<file path="src/rtl/lsg_pkg.sv">
package lsg_pkg;
  typedef enum logic [1:0] {
    SLOT_FREE = 2'd0,
    SLOT_WAIT = 2'd1,
    SLOT_DONE = 2'd2
  } slot_e;
endpackage

</file>
<file path="src/rtl/lsg_slot.sv">
module lsg_slot
  import lsg_pkg::*;
#(
  parameter int LINE_W = 34
) (
  input  logic              clk_i,
  input  logic              rst_ni,
  input  logic              clear_i,
  input  logic              alloc_i,
  input  logic              exec_i,
  input  logic [LINE_W-1:0] exec_line_i,
  input  logic              free_i,
  input  logic [LINE_W-1:0] snoop_line_i,
  output slot_e             state_o,
  output logic              hit_o
);
  slot_e             state_q;
  logic [LINE_W-1:0] line_q;

  always_ff @(posedge clk_i or negedge rst_ni) begin
    if (!rst_ni) begin
      state_q <= SLOT_FREE;
      line_q  <= '0;
    end else if (clear_i) begin
      state_q <= SLOT_FREE;
    end else if (free_i) begin
      state_q <= SLOT_FREE;
    end else if (alloc_i) begin
      state_q <= SLOT_WAIT;
    end else if (exec_i && state_q == SLOT_WAIT) begin
      state_q <= SLOT_DONE;
      line_q  <= exec_line_i;
    end
  end

  // only loads that have read memory take part in the compare
  assign hit_o   = (state_q == SLOT_DONE) && (line_q == snoop_line_i);
  assign state_o = state_q;

  p_done_needs_exec_r6: assert property (@(posedge clk_i) disable iff (!rst_ni)
    (state_q == SLOT_DONE && $past(state_q) != SLOT_DONE) |-> $past(exec_i));
endmodule

</file>
<file path="src/rtl/lsg_queue_ctrl.sv">
module lsg_queue_ctrl #(
  parameter int DEPTH = 8,
  localparam int IDX_W = $clog2(DEPTH),
  localparam int CNT_W = $clog2(DEPTH + 1)
) (
  input  logic             clk_i,
  input  logic             rst_ni,
  input  logic             clear_i,
  input  logic             flush_busy_i,
  input  logic             alloc_req_i,
  input  logic             commit_req_i,
  input  logic             head_done_i,
  input  logic             pause_i,
  output logic             alloc_ready_o,
  output logic             alloc_fire_o,
  output logic             commit_fire_o,
  output logic [IDX_W-1:0] head_o,
  output logic [IDX_W-1:0] tail_o,
  output logic [CNT_W-1:0] count_o
);
  logic [IDX_W-1:0] head_q, tail_q;
  logic [CNT_W-1:0] count_q;
  logic             pause_q, pause_load_q;
  logic             full, empty, pause_eff;

  function automatic logic [IDX_W-1:0] wrap_inc(input logic [IDX_W-1:0] p);
    return (p == IDX_W'(DEPTH - 1)) ? '0 : p + 1'b1;
  endfunction

  assign full      = (count_q == CNT_W'(DEPTH));
  assign empty     = (count_q == '0);
  assign pause_eff = pause_i | pause_q;

  assign alloc_ready_o = !full && !flush_busy_i && !(pause_eff && !empty);
  assign alloc_fire_o  = alloc_req_i && alloc_ready_o;
  assign commit_fire_o = commit_req_i && !empty && head_done_i;

  always_ff @(posedge clk_i or negedge rst_ni) begin
    if (!rst_ni) begin
      head_q       <= '0;
      tail_q       <= '0;
      count_q      <= '0;
      pause_q      <= 1'b0;
      pause_load_q <= 1'b0;
    end else if (clear_i) begin
      head_q       <= '0;
      tail_q       <= '0;
      count_q      <= '0;
      pause_load_q <= 1'b0;
      pause_q      <= pause_i | pause_q;
    end else begin
      if (alloc_fire_o)  tail_q <= wrap_inc(tail_q);
      if (commit_fire_o) head_q <= wrap_inc(head_q);
      case ({alloc_fire_o, commit_fire_o})
        2'b10:   count_q <= count_q + 1'b1;
        2'b01:   count_q <= count_q - 1'b1;
        default: count_q <= count_q;
      endcase
      // pause ends when the load issued into the drained queue retires
      pause_q <= pause_i | (pause_q & !(commit_fire_o & pause_load_q));
      if (alloc_fire_o && pause_eff) pause_load_q <= 1'b1;
      else if (commit_fire_o)        pause_load_q <= 1'b0;
    end
  end

  assign head_o  = head_q;
  assign tail_o  = tail_q;
  assign count_o = count_q;

  p_no_overflow_r12: assert property (@(posedge clk_i) disable iff (!rst_ni)
    count_q <= CNT_W'(DEPTH));
  p_full_stall_r12: assert property (@(posedge clk_i) disable iff (!rst_ni)
    full |=> !(count_q > $past(count_q)));
  p_pause_single_r11: assert property (@(posedge clk_i) disable iff (!rst_ni)
    pause_load_q |-> count_q <= CNT_W'(1));
  p_commit_order_r3: assert property (@(posedge clk_i) disable iff (!rst_ni)
    (commit_fire_o && !clear_i) |=> head_q != $past(head_q) || DEPTH == 1);
endmodule

</file>
<file path="src/rtl/load_snoop_guard.sv">
module load_snoop_guard
  import lsg_pkg::*;
#(
  parameter int DEPTH      = 8,
  parameter int ADDR_W     = 40,
  parameter int LINE_BYTES = 64,
  localparam int IDX_W    = $clog2(DEPTH),
  localparam int CNT_W    = $clog2(DEPTH + 1),
  localparam int LINE_OFF = $clog2(LINE_BYTES),
  localparam int LINE_W   = ADDR_W - LINE_OFF
) (
  input  logic              clk_i,
  input  logic              rst_ni,
  input  logic              alloc_valid_i,
  output logic              alloc_ready_o,
  output logic [IDX_W-1:0]  alloc_tag_o,
  input  logic              exec_valid_i,
  input  logic [IDX_W-1:0]  exec_tag_i,
  input  logic [ADDR_W-1:0] exec_addr_i,
  input  logic              commit_valid_i,
  input  logic              pause_i,
  input  logic              snoop_valid_i,
  input  logic [ADDR_W-1:0] snoop_addr_i,
  output logic              flush_o
);
  logic [IDX_W-1:0] head, tail;
  logic [CNT_W-1:0] count;
  logic             alloc_fire, commit_fire, flush_q, violation;
  logic [DEPTH-1:0] hit_vec;
  slot_e            state_vec [DEPTH];

  assign violation = snoop_valid_i && (|hit_vec);

  lsg_queue_ctrl #(.DEPTH(DEPTH)) u_ctrl (
    .clk_i         (clk_i),
    .rst_ni        (rst_ni),
    .clear_i       (violation),
    .flush_busy_i  (flush_q),
    .alloc_req_i   (alloc_valid_i),
    .commit_req_i  (commit_valid_i),
    .head_done_i   (state_vec[head] == SLOT_DONE),
    .pause_i       (pause_i),
    .alloc_ready_o (alloc_ready_o),
    .alloc_fire_o  (alloc_fire),
    .commit_fire_o (commit_fire),
    .head_o        (head),
    .tail_o        (tail),
    .count_o       (count)
  );

  for (genvar i = 0; i < DEPTH; i++) begin : g_slot
    lsg_slot #(.LINE_W(LINE_W)) u_slot (
      .clk_i        (clk_i),
      .rst_ni       (rst_ni),
      .clear_i      (violation),
      .alloc_i      (alloc_fire && tail == IDX_W'(i)),
      .exec_i       (exec_valid_i && exec_tag_i == IDX_W'(i)),
      .exec_line_i  (exec_addr_i[ADDR_W-1:LINE_OFF]),
      .free_i       (commit_fire && head == IDX_W'(i)),
      .snoop_line_i (snoop_addr_i[ADDR_W-1:LINE_OFF]),
      .state_o      (state_vec[i]),
      .hit_o        (hit_vec[i])
    );
  end

  always_ff @(posedge clk_i or negedge rst_ni) begin
    if (!rst_ni) flush_q <= 1'b0;
    else         flush_q <= violation;
  end

  assign flush_o     = flush_q;
  assign alloc_tag_o = tail;

  p_flush_pulse_r4: assert property (@(posedge clk_i) disable iff (!rst_ni)
    flush_o |=> !flush_o);
  p_flush_cause_r4: assert property (@(posedge clk_i) disable iff (!rst_ni)
    flush_o |-> $past(snoop_valid_i));
  p_flush_empties_r8: assert property (@(posedge clk_i) disable iff (!rst_ni)
    flush_o |-> (count == '0 && !alloc_ready_o));
  p_pause_blocks_r10: assert property (@(posedge clk_i) disable iff (!rst_ni)
    (pause_i && count != '0) |-> !alloc_ready_o);
endmodule

</file>
<file path="config.mk">
export PLATFORM = sky130hd
export DESIGN_NAME = load_snoop_guard
export DESIGN_NICKNAME = d
export VERILOG_FILES = /design/src/rtl/lsg_pkg.sv /design/src/rtl/lsg_slot.sv /design/src/rtl/lsg_queue_ctrl.sv /design/src/rtl/load_snoop_guard.sv
export SDC_FILE = /design/constraint.sdc
export NUM_CORES = 1
export LEC_CHECK = 0
export BUFFER_PORTS_ARGS = -buffer_cell sky130_fd_sc_hd__buf_2
export CORE_ASPECT_RATIO = 0.9
export CORE_MARGIN = 2
export CORE_UTILIZATION = 40
export DETAILED_ROUTE_END_ITERATION = 8
export PLACE_DENSITY_LB_ADDON = 0.25
export SLEW_MARGIN = 40
export SYNTH_ARGS = -nofsm -noshare
export SYNTH_HDL_FRONTEND = slang
export SYNTH_SLANG_ARGS = --single-unit
</file>
<file path="constraint.sdc">
create_clock -name clk_i -period 4.1 [get_ports clk_i]
set_input_delay 0.41 -clock clk_i [delete_from_list [all_inputs] [get_ports clk_i]]
set_output_delay 0.41 -clock clk_i [all_outputs]
set_load 0.02 [all_outputs]
</file>
==> impl_metrics.csv <==
group,metric,value,unit
clock_tree,cts-buffers-inserted,35,
place,post-place-ws,0.263,ns
clock_tree,cts-resized-gates,0,
worst_setup_path,worst_path_max_delay_cell,"sky130_fd_sc_hd__xnor2_1",
final_layout,final_core_util,45.8,%
synthesis,synth-seq-area-share,45.3,%
die,boundaryPins,95,
status,status,"complete, no violations",
worst_setup_path,crit_path_category,"reg -> reg",
die,fp.dieW,219,um
place,place_congestion,1.00,
grt,grt_pass1_vias,11200,
sta,tightestPinTransition,0.879,ns
grt,antenna_found_initial,0,
route,route.detailed.drc,0,
place,io_buffers,82,
synthesis,synth_ff_type,"sky130_fd_sc_hd__dfrtp_1",
worst_setup_path,timing.critical_path.max_delay_family,"simple AND/OR/NAND/NOR gates",
die,floorplan.die_area,43200,um^2
clock_tree,insertion_delay,0.55,ns
sta,rsz_0062_raised_after_global_routing,"false",
place,post-dp-hpwl,43200,um
final_layout,area_delta_synth_final,12.5,%
die,core_area,40800,um^2
die,floorplan.initialDensity,40.7,%
final_layout,fin_area,18700,um^2
synthesis,synth_fp_nets,1414,
final_layout,final_net_count,1513,
power_and_ir_drop,p_total,13.2,mW
route,dr.first_iter.drc_count,943,
worst_setup_path,critPathMaxFanout,12,
worst_setup_path,beginning_of_the_critical_path,"g_slot[3].u_slot.line_q[26]$_DFFE_PN0P_",
worst_setup_path,cp_data_required_time,4.53,ns
clock_tree,numClockSinks,301,
die,row_count,70,
grt,globalRouteOverflowTotal,0,
grt,global_route_usage_sum,26.5,%
route,ant_nets,0,
worst_hold_path,timing.hold.worst.class,"in -> reg",
power_and_ir_drop,worst_ir_drop_vdd,0.360,mV
synthesis,number_of_enable_type_register_cells_in_the_synthesized_netlist,0,
place,post_dp_cell_area,17600,um^2
clock_tree,clkSlewWorstSetupHoldPaths,0.06,ns
clock_tree,tritoncts,"built",
worst_setup_path,setup.worst_path.start_class,"register",
synthesis,post_synth_num_cell_types,59,
worst_setup_path,path_cells,"xnor2_1 -> nand4_1 -> nor4_1 -> nand4_1 -> nand4_1 -> o21a_2 -> or3_4 -> buf_12 -> mux2_2",
synthesis,syn_area,16600,um^2
power_and_ir_drop,p_per_area,705,nW/um^2
synthesis,post_synth_inst_count,1308,
worst_setup_path,worst_path_most_repeated_cell,"sky130_fd_sc_hd__nand4_1",
worst_setup_path,worst_path_buffer_plus_inverter_count,1,
synthesis,postSynthAreaPerCell,12.7,um^2
sta,fmax,270,MHz
final_layout,stdcell_count,1967,
worst_hold_path,min_from,"pause_i",
worst_setup_path,r2r-start,"g_slot[3].u_slot.line_q[26]$_DFFE_PN0P_",
worst_setup_path,crit_arrival,4.13,ns
route,routed_wire_length_per_instance,28.5,um
sta,min_period,3.70,ns
synthesis,postSynthRegisterBits,301,
route,detailedRoute.firstPassIterationCount,5,
power_and_ir_drop,p_leak,8.41,nW
clock_tree,cts-htree-levels,2,
sta,slew_violations,0,
clock_tree,clk_root_buffer_cell,"sky130_fd_sc_hd__clkbuf_16",
die,die_height,197,um
route,vias,11000,
sta,finClkSkew,0.0168,ns
route,vias_per_cell,5.61,
final_layout,post_route_cells_drive_above_1_share,33.0,%
sta,max_slew_margin,41.0,%
sta,fin_setup_tns,0,ns
grt,grt_pass1_wl,80400,um
synthesis,ys_async_sr_fraction,100,%
sta,final_critical_path_setup_slack,0.395,ns
clock_tree,postCtsSetupRepairBufs,0,
place,place_inst,1909,
job,max_cap_viol_count,0,
sta,holdWs,0.165,ns
grt,grt_max_degree,97,
worst_setup_path,timing.critical_path.slowest_cell_delay,0.69,ns
synthesis,synth-warning-count,0,
worst_setup_path,endpoint_kind,"register",
clock_tree,clk_path_buf_depth,3,
sta,report.final.setup_viol,0,
route,drt_wl_total,56000,um
sta,fraction_of_the_cycle_the_final_worst_path_needs,90.4,%
sta,timing_hold_violations_final,0,
-- path summary, 6_finish.rpt --
path | endpoint | slack, ns | cells after the start
worst max register to register | g_slot[6].u_slot.line_q[3]$_DFFE_PN0P_ | 0.40 | 9
worst max-delay path | g_slot[6].u_slot.line_q[3]$_DFFE_PN0P_ | 0.40 | 9
max in group asynchronous | g_slot[1].u_slot.line_q[30]$_DFFE_PN0P_ | 2.63 | 3
min in group asynchronous | g_slot[4].u_slot.line_q[11]$_DFFE_PN0P_ | 0.44 | 2
worst min register to register | u_ctrl.pause_q$_DFF_PN0_ | 0.51 | 1
worst min-delay path | u_ctrl.pause_q$_DFF_PN0_ | 0.16 | 3
-- timing repair --
item | 4_1_cts | 5_1_grt
endpoints found under the hold margin | 76 | 0
endpoints found under the setup margin | 0 | 0
hold buffers | 1 | 0
-- cells in the final DEF (no fill, tap or decap), types with 20 or more instances in the layout --
master,instances
sky130_fd_sc_hd__buf_2,81
sky130_fd_sc_hd__buf_4,31
sky130_fd_sc_hd__clkbuf_16,35
sky130_fd_sc_hd__dfrtp_1,301
sky130_fd_sc_hd__inv_1,25
sky130_fd_sc_hd__mux2_2,153
sky130_fd_sc_hd__mux2_4,120
sky130_fd_sc_hd__nand2_1,38
sky130_fd_sc_hd__nand3_1,20
sky130_fd_sc_hd__nand4_1,120
sky130_fd_sc_hd__nor2_1,29
sky130_fd_sc_hd__nor4_1,25
sky130_fd_sc_hd__xnor2_1,264
-- cell usage after synthesis (all sizes together) (2+ instances only) --
| cell | n | area, um^2 |
|---|---|---|
| inv | 25 | 93.8 |
| nand3 | 22 | 120 |
| mux2 | 273 | 3520 |
| or4 | 4 | 33.8 |
| nor4b | 2 | 17.5 |
| nand4b | 2 | 17.5 |
| or3 | 4 | 40.0 |
| nor3b | 4 | 30.0 |
| a211oi | 6 | 45.0 |
| dfrtp | 301 | 7530 |
| nand4 | 122 | 776 |
| clkbuf | 5 | 18.8 |
| nor3 | 15 | 75.1 |
| ha | 15 | 188 |
| o22ai | 4 | 25.0 |
| a21oi | 11 | 55.1 |
| a22oi | 2 | 15.0 |
| nand2 | 38 | 143 |
| nand2b | 6 | 37.5 |
| nor2 | 30 | 115 |
| a22o | 2 | 17.5 |
| a221oi | 3 | 26.3 |
| o211ai | 2 | 20.0 |
| and3 | 7 | 43.8 |
| xor2 | 8 | 70.1 |
| nor2b | 8 | 50.1 |
| o21ai | 8 | 43.8 |
| xnor2 | 268 | 2380 |
| o221ai | 3 | 26.3 |
| o2bb2ai | 2 | 17.5 |
| buf | 63 | 699 |
| and2 | 4 | 27.5 |
| nor4 | 25 | 156 |
-- per-layer routing --
metal | wire, um | GRT usage (%) | vias up
li1 | - | - | 4845
met1 | 25200 | 37.0 | 5702
met2 | 23800 | 38.7 | 400
met3 | 4600 | 7.22 | 89
met4 | 2450 | 11.3 | 0
met5 | 0 | 0 | -
-- where the power goes --
group          leakage (nW)  switching, mW  total [mW]  internal (mW)
combinational          3.85           2.65        4.97           2.31
clock                 0.552           1.27        3.19           1.92
sequential             4.01          0.889        5.02           4.13
total                  8.41           4.81        13.2           8.37
-- flip-flops by register name (all words and copies together), names as in the netlist --
register / cells
g_slot.u_slot.line_q: 272
g_slot.u_slot.state_o: 16
u_ctrl.count_o: 4
u_ctrl.head_o: 3
u_ctrl.tail_o: 3
flush_o: 1
u_ctrl.pause_load_q: 1
u_ctrl.pause_q: 1
-- cell type report --
class                      instances  area, um^2
antenna                            1        2.50
clock buffer                      48         985
clock inverter                     8         150
fill                            3829       22100
inverter                          25        93.8
multi-input combinational        914        8290
sequential                       301        7530
tap                              540         676
timing repair buffer             130         983
-- cells by family (layout without fill, tap and decap cells) --
kind of cell / count (synthesis) / count (layout) / share of synthesized area (%)
flops: 301 / 301 / 45.3
simple gates: 296 / 296 / 10.3
xor+xnor: 276 / 276 / 14.7
mux: 275 / 275 / 21.4
buf+inv: 93 / 211 / 4.88
compound gates: 51 / 51 / 2.16
fa+ha+maj: 16 / 16 / 1.25
other cells: 0 / 1 / 0
-- worst min-delay path, stage by stage --
cell and delay (ns):
sky130_fd_sc_hd__buf_2 0.11, sky130_fd_sc_hd__inv_1 0.05, sky130_fd_sc_hd__a41oi_1 0.09
No activity file was read; power rests on OpenSTA's default activity.
